===== src/rtl/bsd_pkg.sv =====
package bsd_pkg;

    // Decimation sequencer states
    typedef enum logic {
        ST_GATHER = 1'b0,
        ST_EMIT   = 1'b1
    } seq_state_t;

endpackage


===== src/rtl/bsd_sync.sv =====
module bsd_sync #(
    parameter int DEPTH = 2
) (
    input  logic clk,
    input  logic rst,
    input  logic async_in,
    output logic sync_out
);
    logic [DEPTH-1:0] chain;

    genvar g;
    generate
        for (g = 0; g < DEPTH; g++) begin : g_flop
            if (g == 0) begin : g_first
                always_ff @(posedge clk) begin
                    if (rst) chain[0] <= 1'b0;
                    else     chain[0] <= async_in;
                end
            end else begin : g_rest
                always_ff @(posedge clk) begin
                    if (rst) chain[g] <= 1'b0;
                    else     chain[g] <= chain[g-1];
                end
            end
        end
    endgenerate

    assign sync_out = chain[DEPTH-1];
endmodule


===== src/rtl/bsd_integrators.sv =====
module bsd_integrators #(
    parameter int W = 20,
    parameter int N = 3
) (
    input  logic                clk,
    input  logic                rst,
    input  logic                bit_in,
    output logic signed [W-1:0] acc_out
);
    localparam logic signed [W-1:0] STEP_UP = W'(1);
    localparam logic signed [W-1:0] STEP_DN = {W{1'b1}};

    logic signed [W-1:0] acc [N];

    genvar g;
    generate
        for (g = 0; g < N; g++) begin : g_stage
            if (g == 0) begin : g_head
                always_ff @(posedge clk) begin
                    if (rst) acc[0] <= '0;
                    else     acc[0] <= acc[0] + (bit_in ? STEP_UP : STEP_DN);
                end
            end else begin : g_tail
                always_ff @(posedge clk) begin
                    if (rst) acc[g] <= '0;
                    else     acc[g] <= acc[g] + acc[g-1];
                end
            end
        end
    endgenerate

    assign acc_out = acc[N-1];

    AST_UNIT_STEP: assert property (@(posedge clk) disable iff (rst)
        !$past(rst) |-> (((acc[0] - $past(acc[0])) == STEP_UP) ||
                         ((acc[0] - $past(acc[0])) == STEP_DN)));
endmodule


===== src/rtl/bsd_combs.sv =====
module bsd_combs #(
    parameter int W = 20,
    parameter int N = 3
) (
    input  logic                clk,
    input  logic                rst,
    input  logic                load,
    input  logic signed [W-1:0] comb_in,
    output logic signed [W-1:0] comb_out
);
    logic signed [W-1:0] tap  [N+1];
    logic signed [W-1:0] hist [N];

    assign tap[0] = comb_in;

    genvar g;
    generate
        for (g = 0; g < N; g++) begin : g_stage
            assign tap[g+1] = tap[g] - hist[g];
            always_ff @(posedge clk) begin
                if (rst)       hist[g] <= '0;
                else if (load) hist[g] <= tap[g];
            end
        end
    endgenerate

    assign comb_out = tap[N];
endmodule


===== src/rtl/bsd_sequencer.sv =====
module bsd_sequencer #(
    parameter int DECIM = 64
) (
    input  logic clk,
    input  logic rst,
    output logic dump,
    output logic emit
);
    import bsd_pkg::*;

    localparam int             CW   = (DECIM > 1) ? $clog2(DECIM) : 1;
    localparam logic [CW-1:0]  LAST = CW'(DECIM - 1);

    seq_state_t     state, state_nx;
    logic [CW-1:0]  cnt;

    // State and counter register
    always_ff @(posedge clk) begin
        if (rst) begin
            state <= ST_GATHER;
            cnt   <= '0;
        end else begin
            state <= state_nx;
            cnt   <= (cnt == LAST) ? '0 : cnt + 1'b1;
        end
    end

    // Next state
    always_comb begin
        state_nx = state;
        unique case (state)
            ST_GATHER: state_nx = dump ? ST_EMIT : ST_GATHER;   // wrap
            ST_EMIT:   state_nx = dump ? ST_EMIT : ST_GATHER;   // release
            default:   state_nx = ST_GATHER;
        endcase
    end

    // Outputs
    always_comb begin
        dump = (cnt == LAST);
        emit = (state == ST_EMIT);
    end

    AST_EMIT_AT_WRAP: assert property (@(posedge clk) disable iff (rst)
        dump |=> emit);

    AST_EMIT_AFTER_WRAP: assert property (@(posedge clk) disable iff (rst)
        emit |-> (cnt == '0));
endmodule


===== src/rtl/bitstream_decimator.sv =====
module bitstream_decimator #(
    parameter int DECIM      = 64,
    parameter int STAGES     = 3,
    parameter int OUT_W      = 8,
    parameter int SYNC_DEPTH = 2
) (
    input  logic                    clk,
    input  logic                    rst,
    input  logic                    bit_in,
    output logic signed [OUT_W-1:0] sample_out,
    output logic                    sample_valid
);
    localparam int RATE_LOG = $clog2(DECIM);
    localparam int GAIN_LOG = STAGES * RATE_LOG;
    localparam int ACC_W    = 2 + GAIN_LOG;
    localparam int SHIFT    = GAIN_LOG - (OUT_W - 1);
    localparam int SH_W     = ACC_W - SHIFT;
    localparam logic signed [SH_W-1:0] TOP_V = SH_W'((1 <<< (OUT_W-1)) - 1);
    localparam logic signed [SH_W-1:0] BOT_V = -SH_W'(1 <<< (OUT_W-1));

    logic                    bit_sync;
    logic signed [ACC_W-1:0] integ_out;
    logic signed [ACC_W-1:0] comb_out;
    logic                    dump;
    logic                    emit;
    logic signed [SH_W-1:0]  scaled;
    logic signed [OUT_W-1:0] clipped;

    bsd_sync #(.DEPTH(SYNC_DEPTH)) u_sync (
        .clk(clk), .rst(rst), .async_in(bit_in), .sync_out(bit_sync)
    );

    bsd_integrators #(.W(ACC_W), .N(STAGES)) u_integ (
        .clk(clk), .rst(rst), .bit_in(bit_sync), .acc_out(integ_out)
    );

    bsd_sequencer #(.DECIM(DECIM)) u_seq (
        .clk(clk), .rst(rst), .dump(dump), .emit(emit)
    );

    bsd_combs #(.W(ACC_W), .N(STAGES)) u_comb (
        .clk(clk), .rst(rst), .load(dump), .comb_in(integ_out), .comb_out(comb_out)
    );

    // Floor division by 2^SHIFT is a plain slice; clip the single overflow code
    always_comb begin
        scaled = comb_out[ACC_W-1:SHIFT];
        if (scaled > TOP_V)      clipped = TOP_V[OUT_W-1:0];
        else if (scaled < BOT_V) clipped = BOT_V[OUT_W-1:0];
        else                     clipped = scaled[OUT_W-1:0];
    end

    always_ff @(posedge clk) begin
        if (rst)       sample_out <= '0;
        else if (dump) sample_out <= clipped;
    end

    assign sample_valid = emit;

    AST_VALID_PULSE: assert property (@(posedge clk) disable iff (rst)
        sample_valid |=> !sample_valid);

    AST_OUT_HELD: assert property (@(posedge clk) disable iff (rst)
        !sample_valid |-> $stable(sample_out));
endmodule


===== config.mk =====
export PLATFORM = sky130hd
export DESIGN_NAME = bitstream_decimator
export DESIGN_NICKNAME = d
export VERILOG_FILES = /design/src/rtl/bsd_pkg.sv /design/src/rtl/bsd_sync.sv /design/src/rtl/bsd_integrators.sv /design/src/rtl/bsd_combs.sv /design/src/rtl/bsd_sequencer.sv /design/src/rtl/bitstream_decimator.sv
export SDC_FILE = /design/constraint.sdc
export NUM_CORES = 1
export LEC_CHECK = 0
export BUFFER_PORTS_ARGS = -buffer_cell sky130_fd_sc_hd__buf_2
export CORE_MARGIN = 2
export CORE_UTILIZATION = 55
export DETAILED_ROUTE_END_ITERATION = 7
export PLACE_DENSITY = 0.71
export RECOVER_POWER = 25
export SYNTH_ARGS = -nofsm -noshare
export SYNTH_HDL_FRONTEND = slang
export SYNTH_SLANG_ARGS = --single-unit

===== constraint.sdc =====
create_clock -name clk -period 6.5 [get_ports clk]
set_clock_uncertainty 0.2 [all_clocks]
set_input_delay 0 -clock clk [delete_from_list [all_inputs] [get_ports clk]]
set_output_delay 0 -clock clk [all_outputs]
set_load 0.02 [all_outputs]

==> metrics, run 1 <==
Root Driver clkbuf_16; Synth cell types 56; number of max-cap violations 1; Setup crit start kind register; die area 17600 µm²; Setup CP Type reg -> reg; CP Buf/Inv Count 1; First-pass DRT Iterations 4; crit path max-delay cell type o41ai_1; count leader, synth ha_1; P&R area growth vs syn 10.3%; nets 1130; Hold Path Class in -> reg; TritonCTS clock tree built; diode count 0; routed vias/inst 5.35; post-synth top area share 19.8%; Tcrit/Tclk final 91.3%; Avg WL per Cell 12.6 µm; Initial Util 55.5%; worst endpoint required time 6.61 ns; worst-path fanout max 6; Post-synth EDFFs 60; residual DRC count 0; gpl congestion 0.837; share of cells above drive strength 1 6.17%; vias in the first global route 6528; Final setup viols 0; routed wire length 15.7 mm; dpl hpwl 11.2 mm; Synth Instances 988; fmax 168 MHz; first-pass GRT wire length 27.8 mm; initial drt markers 401; post-route setup TNS 0 ns; Slew Viols, Final 48; Seq cells post-synth 137; Post-synth ARST share 0%; Max stage delay on crit path 0.52 ns; # H-tree levels 4; r2r startpoint u_integ.acc[2][0]$_SDFF_PP0_; cell mode on critical path o21ai_0; critical path's top delay family compound AO/OA/AOI/OAI gates; worst r2r path cells 26; Worst Setup Slack, final 0.565 ns; Place WS 0.194 ns; pin count of the biggest net entering global routing 78; Synth area leader edfxtp_1; area of the mapped netlist 9110 µm²; clock latency on the worst-skew pair 0.42 ns; Mapped Nets 1109; Vias 6637; top cells by area, synth edfxtp_1, dfxtp_1, ha_1; CTS Sinks 137; Yosys warnings 0; Syn Area/Cell 9.22 µm²; R2R Setup Slk 0.56 ns; post-synthesis sequential area ratio 36.7%; Synth Flop Type dfxtp_1; Setup crit start u_integ.acc[2][0]$_SDFF_PP0_; Max-slew headroom -10.8%; I/O Pins 12; dpl cells 1206; Worst-path clk slew 0.06 ns; core area 16400 µm²; die height 133 µm; num rows 47; Die X 133 µm; most frequent cells after synthesis ha_1, nor2_1, inv_1; number of cells on the critical path 26; Worst-Margin Slew 1.66 ns; CP endpoint kind register; worst endpoint data arrival time 6.05 ns; final hold vios 0; failing checks capacitance limit, slew limit; initial antenna violation count 0; Routed Antenna Nets 0; min Tclk post-route 5.94 ns; TritonCTS Buffers 17; GRT Resource Usage Total 19.0%; outcome finished, violations left; IO buf count 11; crit path capture sample_out[5]$_SDFFE_PP0P_; Cell Count, Final, Fillers Out 1241; total grt overflow 0; worst r2r dst sample_out[5]$_SDFFE_PP0P_; Max clock buf depth 2
-- layout by cell type, fill, tap and decap left out, drive strengths merged, types with 5 or more instances in the layout --
| cell | n |
|---|---|
| nor2b | 22 |
| fa | 5 |
| clkbuf | 33 |
| nand2b | 22 |
| and2 | 50 |
| xor2 | 22 |
| a211oi | 7 |
| nor4 | 6 |
| edfxtp | 60 |
| o31ai | 5 |
| a21oi | 61 |
| xnor2 | 56 |
| ha | 113 |
| nand2 | 30 |
| buf | 9 |
| o21a | 12 |
| o21ai | 53 |
| dfxtp | 77 |
| inv | 92 |
| clkinv | 6 |
| a21o | 28 |
| a211o | 5 |
| nor3b | 7 |
| and3 | 7 |
| a31oi | 6 |
| nor3 | 32 |
| nand3 | 14 |
| a21boi | 11 |
| nor2 | 110 |
-- sequential cells by signal, indices dropped and copies added, names as in the netlist --
name	flops
u_comb.hist	60
u_integ.acc	60
sample_out	8
u_seq.cnt	6
u_seq.emit	1
u_sync.chain	1
u_sync.sync_out	1
-- cell type report --
cell class                 count  area, µm²
multi-input combinational    742       5440
clock buffer                  23        500
tap                          220        275
timing repair buffer          20        110
inverter                      91        342
clock inverter                 8       43.8
fill                        1417       6350
sequential                   137       3340
-- worst register-to-register path, cell delays in order, from the launching register on --
cell	delay (ns)
dfxtp_1	0.33
inv_1	0.06
ha_1	0.22
fa_1	0.41
nor2b_1	0.12
o21ai_0	0.10
a21boi_1	0.17
o21ai_0	0.13
a21oi_1	0.19
o21a_1	0.17
o21a_1	0.16
nor2_1	0.07
ha_1	0.33
o21ai_0	0.18
a21oi_1	0.10
o41ai_1	0.52
o21ai_0	0.23
xor2_1	0.19
ha_1	0.21
or3_1	0.42
a31oi_4	0.20
o41ai_4	0.10
a21oi_2	0.15
o21bai_1	0.12
xnor2_2	0.29
a21oi_2	0.14
a221o_1	0.33
-- per-stage QoR --
step           instance area (µm²)  hold slack (ns)  util, %
2_1_floorplan                 9110          -0.0718        -
3_3_place_gp                  9410           0.0101     57.4
3_5_place_dp                  9410           0.0175     57.4
4_1_cts                       9970           0.0351     60.8
5_1_grt                      10100           0.0769     61.3
6_report                     10100           0.0222     61.3
-- kinds of logic (layout without fill, tap and decap cells) --
| group | count (synthesis) | after routing | share of synthesized area (%) |
|---|---|---|---|
| simple gates | 321 | 321 | 18.0 |
| compound gates | 218 | 218 | 15.5 |
| mux | 2 | 2 | 0.220 |
| fa+ha+maj | 121 | 121 | 16.9 |
| flops | 137 | 137 | 36.7 |
| xor+xnor | 80 | 80 | 8.13 |
| buf+inv | 109 | 142 | 4.49 |
-- per-layer routing --
metal  GRT usage [%]  vias to the layer above  routed length (µm)
met5               0                        -                   0
met4            7.35                        0                 247
met3            3.03                       17                 265
met2            34.4                       51                7800
met1            22.6                     3046                7360
li1                -                     3523                   -
-- how the worst min path moves through the flow --
| stage | from | endpoint | cells after the start |
|---|---|---|---|
| floorplan | bit_in | u_sync.chain[0]$_SDFF_PP0_ | 1 |
| global placement | bit_in | u_sync.chain[0]$_SDFF_PP0_ | 2 |
| detailed placement | bit_in | u_sync.chain[0]$_SDFF_PP0_ | 2 |
| CTS | rst | u_seq.cnt[2]$_SDFF_PP0_ | 3 |
| global route | rst | u_seq.cnt[2]$_SDFF_PP0_ | 3 |
| finish | rst | u_seq.cnt[2]$_SDFF_PP0_ | 3 |
-- timing repair --
action                                  CTS  global route
gates resized for setup                   0            17
endpoints found under the setup margin    0             8
hold buffers                              1             0
setup buffers                             0             3
hold endpoints to repair                  1             0
Power of run 1 is not shown: default switching activity piles up to over one toggle a cycle in this logic, so the estimate is an artifact.
==> run 2: changes to the inputs <==
Settings changed: ABC_CLOCK_PERIOD_IN_PS set to 6500, CELL_PAD_IN_SITES_DETAIL_PLACEMENT set to 0, CELL_PAD_IN_SITES_GLOBAL_PLACEMENT set to 1, CORE_MARGIN 2 to 3, CORE_UTILIZATION 55 to 50, PLACE_DENSITY 0.71 to unset, PLACE_DENSITY_LB_ADDON set to 0.1.
==> run 2 against run 1 <==
  * The flow still finishes with violations (capacitance limit, slew limit)
  * Highest routed layer unchanged
  * Largest cell class unchanged
  * Via count down 3.1%
  * Flip-flop and latch count unchanged
  * Wire length fell by 1.6%
  * Critical path type unchanged
  * Final area is 0.46% higher
  * Register-to-register slack improved by 0.04 ns
==> metrics, run 2 (same netlist as run 1, synthesis figures left out) <==
outcome finished, violations left; failing checks capacitance limit, slew limit; cell mode on critical path a21oi_2; share of cells above drive strength 1 6.18%; routed vias/inst 5.17; Multi-input gate area 5430 µm²; Avg WL per Cell 12.4 µm; vias in the first global route 6219; # H-tree levels 4; num rows 48; min Tclk post-route 5.89 ns; Max clock buf depth 2; Hold EP u_seq.cnt[2]$_SDFF_PP0_; Die X 141 µm; Tcrit/Tclk final 90.6%; routed wl met2 7.27 mm; diode count 0; Final setup viols 0; number of max-cap violations 1; Vias 6431; post-route setup TNS 0 ns; TritonCTS Buffers 17; gpl congestion 0.810; die area 19900 µm²; Slew Viols, Final 47; Routed Antenna Nets 0; worst r2r path cells 29; fmax 170 MHz; number of cells on the critical path 29; WHS Path Cells 3; R2R Setup Slk 0.61 ns; GRT Resource Usage Total 16.7%; I/O Pins 12; metal3 WL 292 µm; Filler Cells Inserted 1610; P&R area growth vs syn 10.8%; crit path max-delay cell type fa_1; CTS Sinks 137; First-pass DRT Iterations 4; top sig layer met4; worst endpoint required time 6.61 ns; residual DRC count 0; worst-path fanout max 6; initial drt markers 275; commonest non-fill, non-tap cell in the layout ha_1; hold_sp rst; dpl hpwl 11.3 mm; Worst-path clk slew 0.06 ns; Max-slew headroom -3.86%; routed wire length 15.4 mm; initial antenna violation count 0; IO buf count 11; most frequent cells in the layout ha_1, nor2_1, inv_1, dfxtp_1, edfxtp_1; nets 1128; critical path's top delay family compound AO/OA/AOI/OAI gates; Max stage delay on crit path 0.41 ns; CP Buf/Inv Count 1; Setup crit start kind register; pin count of the biggest net entering global routing 78; TritonCTS clock tree built; core area 17600 µm²; r2r startpoint u_integ.acc[2][0]$_SDFF_PP0_; FF/Latch Area 3340 µm²; die height 141 µm; worst r2r dst sample_out[5]$_SDFFE_PP0P_; Root Driver clkbuf_16; M1 WL 7.70 mm; Initial Util 51.8%; Hold Path Class in -> reg; CP endpoint kind register; Top Registers u_comb.hist x60, u_integ.acc x60, sample_out x8; Setup CP Type reg -> reg; worst endpoint data arrival time 6.00 ns; clock latency on the worst-skew pair 0.42 ns; final hold vios 0; total grt overflow 0; Worst-Margin Slew 1.56 ns; first-pass GRT wire length 27.6 mm
[run 2: area by class of cell]
type	instances	share of cell area [%]
sequential	137	33.1
tap	225	2.79
timing repair buffer	18	0.942
clock buffer	20	4.73
clock inverter	12	1.33
inverter	91	3.38
multi-input combinational	742	53.7
[run 2: per-layer routing]
layer	vias up	track usage, %
met2	41	28.8
li1	3510	-
met5	-	0
met4	0	5.20
met3	12	3.43
met1	2868	21.0
[run 2: how the worst max path moves through the flow]
stage,from,end,slack [ns]
after floorplan,u_integ.acc[2][0]$_SDFF_PP0_,sample_out[5]$_SDFFE_PP0P_,0.74
after global placement,u_integ.acc[2][0]$_SDFF_PP0_,sample_out[5]$_SDFFE_PP0P_,0.33
after detailed placement,u_integ.acc[2][0]$_SDFF_PP0_,sample_out[5]$_SDFFE_PP0P_,0.23
after CTS,u_integ.acc[2][0]$_SDFF_PP0_,sample_out[5]$_SDFFE_PP0P_,0.18
after global routing,u_integ.acc[2][0]$_SDFF_PP0_,sample_out[1]$_SDFFE_PP0P_,-0.02
final,u_integ.acc[2][0]$_SDFF_PP0_,sample_out[5]$_SDFFE_PP0P_,0.61
[run 2: through the flow]
step | utilization, % | instances | hold WS [ns] | setup WS (ns) | instance area, µm²
finish | 57.4 | 1245 | 0.0145 | 0.609 | 10100
CTS | 57.1 | 1244 | 0.0370 | 0.176 | 10000
global route | 57.4 | 1245 | 0.0906 | -0.0185 | 10100
floorplan | - | 988 | -0.0718 | 0.742 | 9110
detailed placement | 53.5 | 1211 | 0.0152 | 0.229 | 9420
global placement | 53.5 | 1211 | 0.0119 | 0.333 | 9420
[run 2: worst register-to-register path, delay by kind of cell (launching register included)]
kind                       cells  cell delay (ns)
buffers and inverters          1             0.06
adders and majority gates      4             1.14
AOI/OAI and AO/OA             17             2.81
and+or+nand+nor                4             0.66
DFF                            1             0.33
xor gates and xnor gates       3             0.56
[run 2: what timing repair did]
item                                   CTS  global route
setup buffers                            0             1
hold buffers                             1             0
endpoints found under the hold margin    1             0
setup endpoints to repair                0             8
resized for setup                        0            13
Power of run 2 is left out for the same reason.
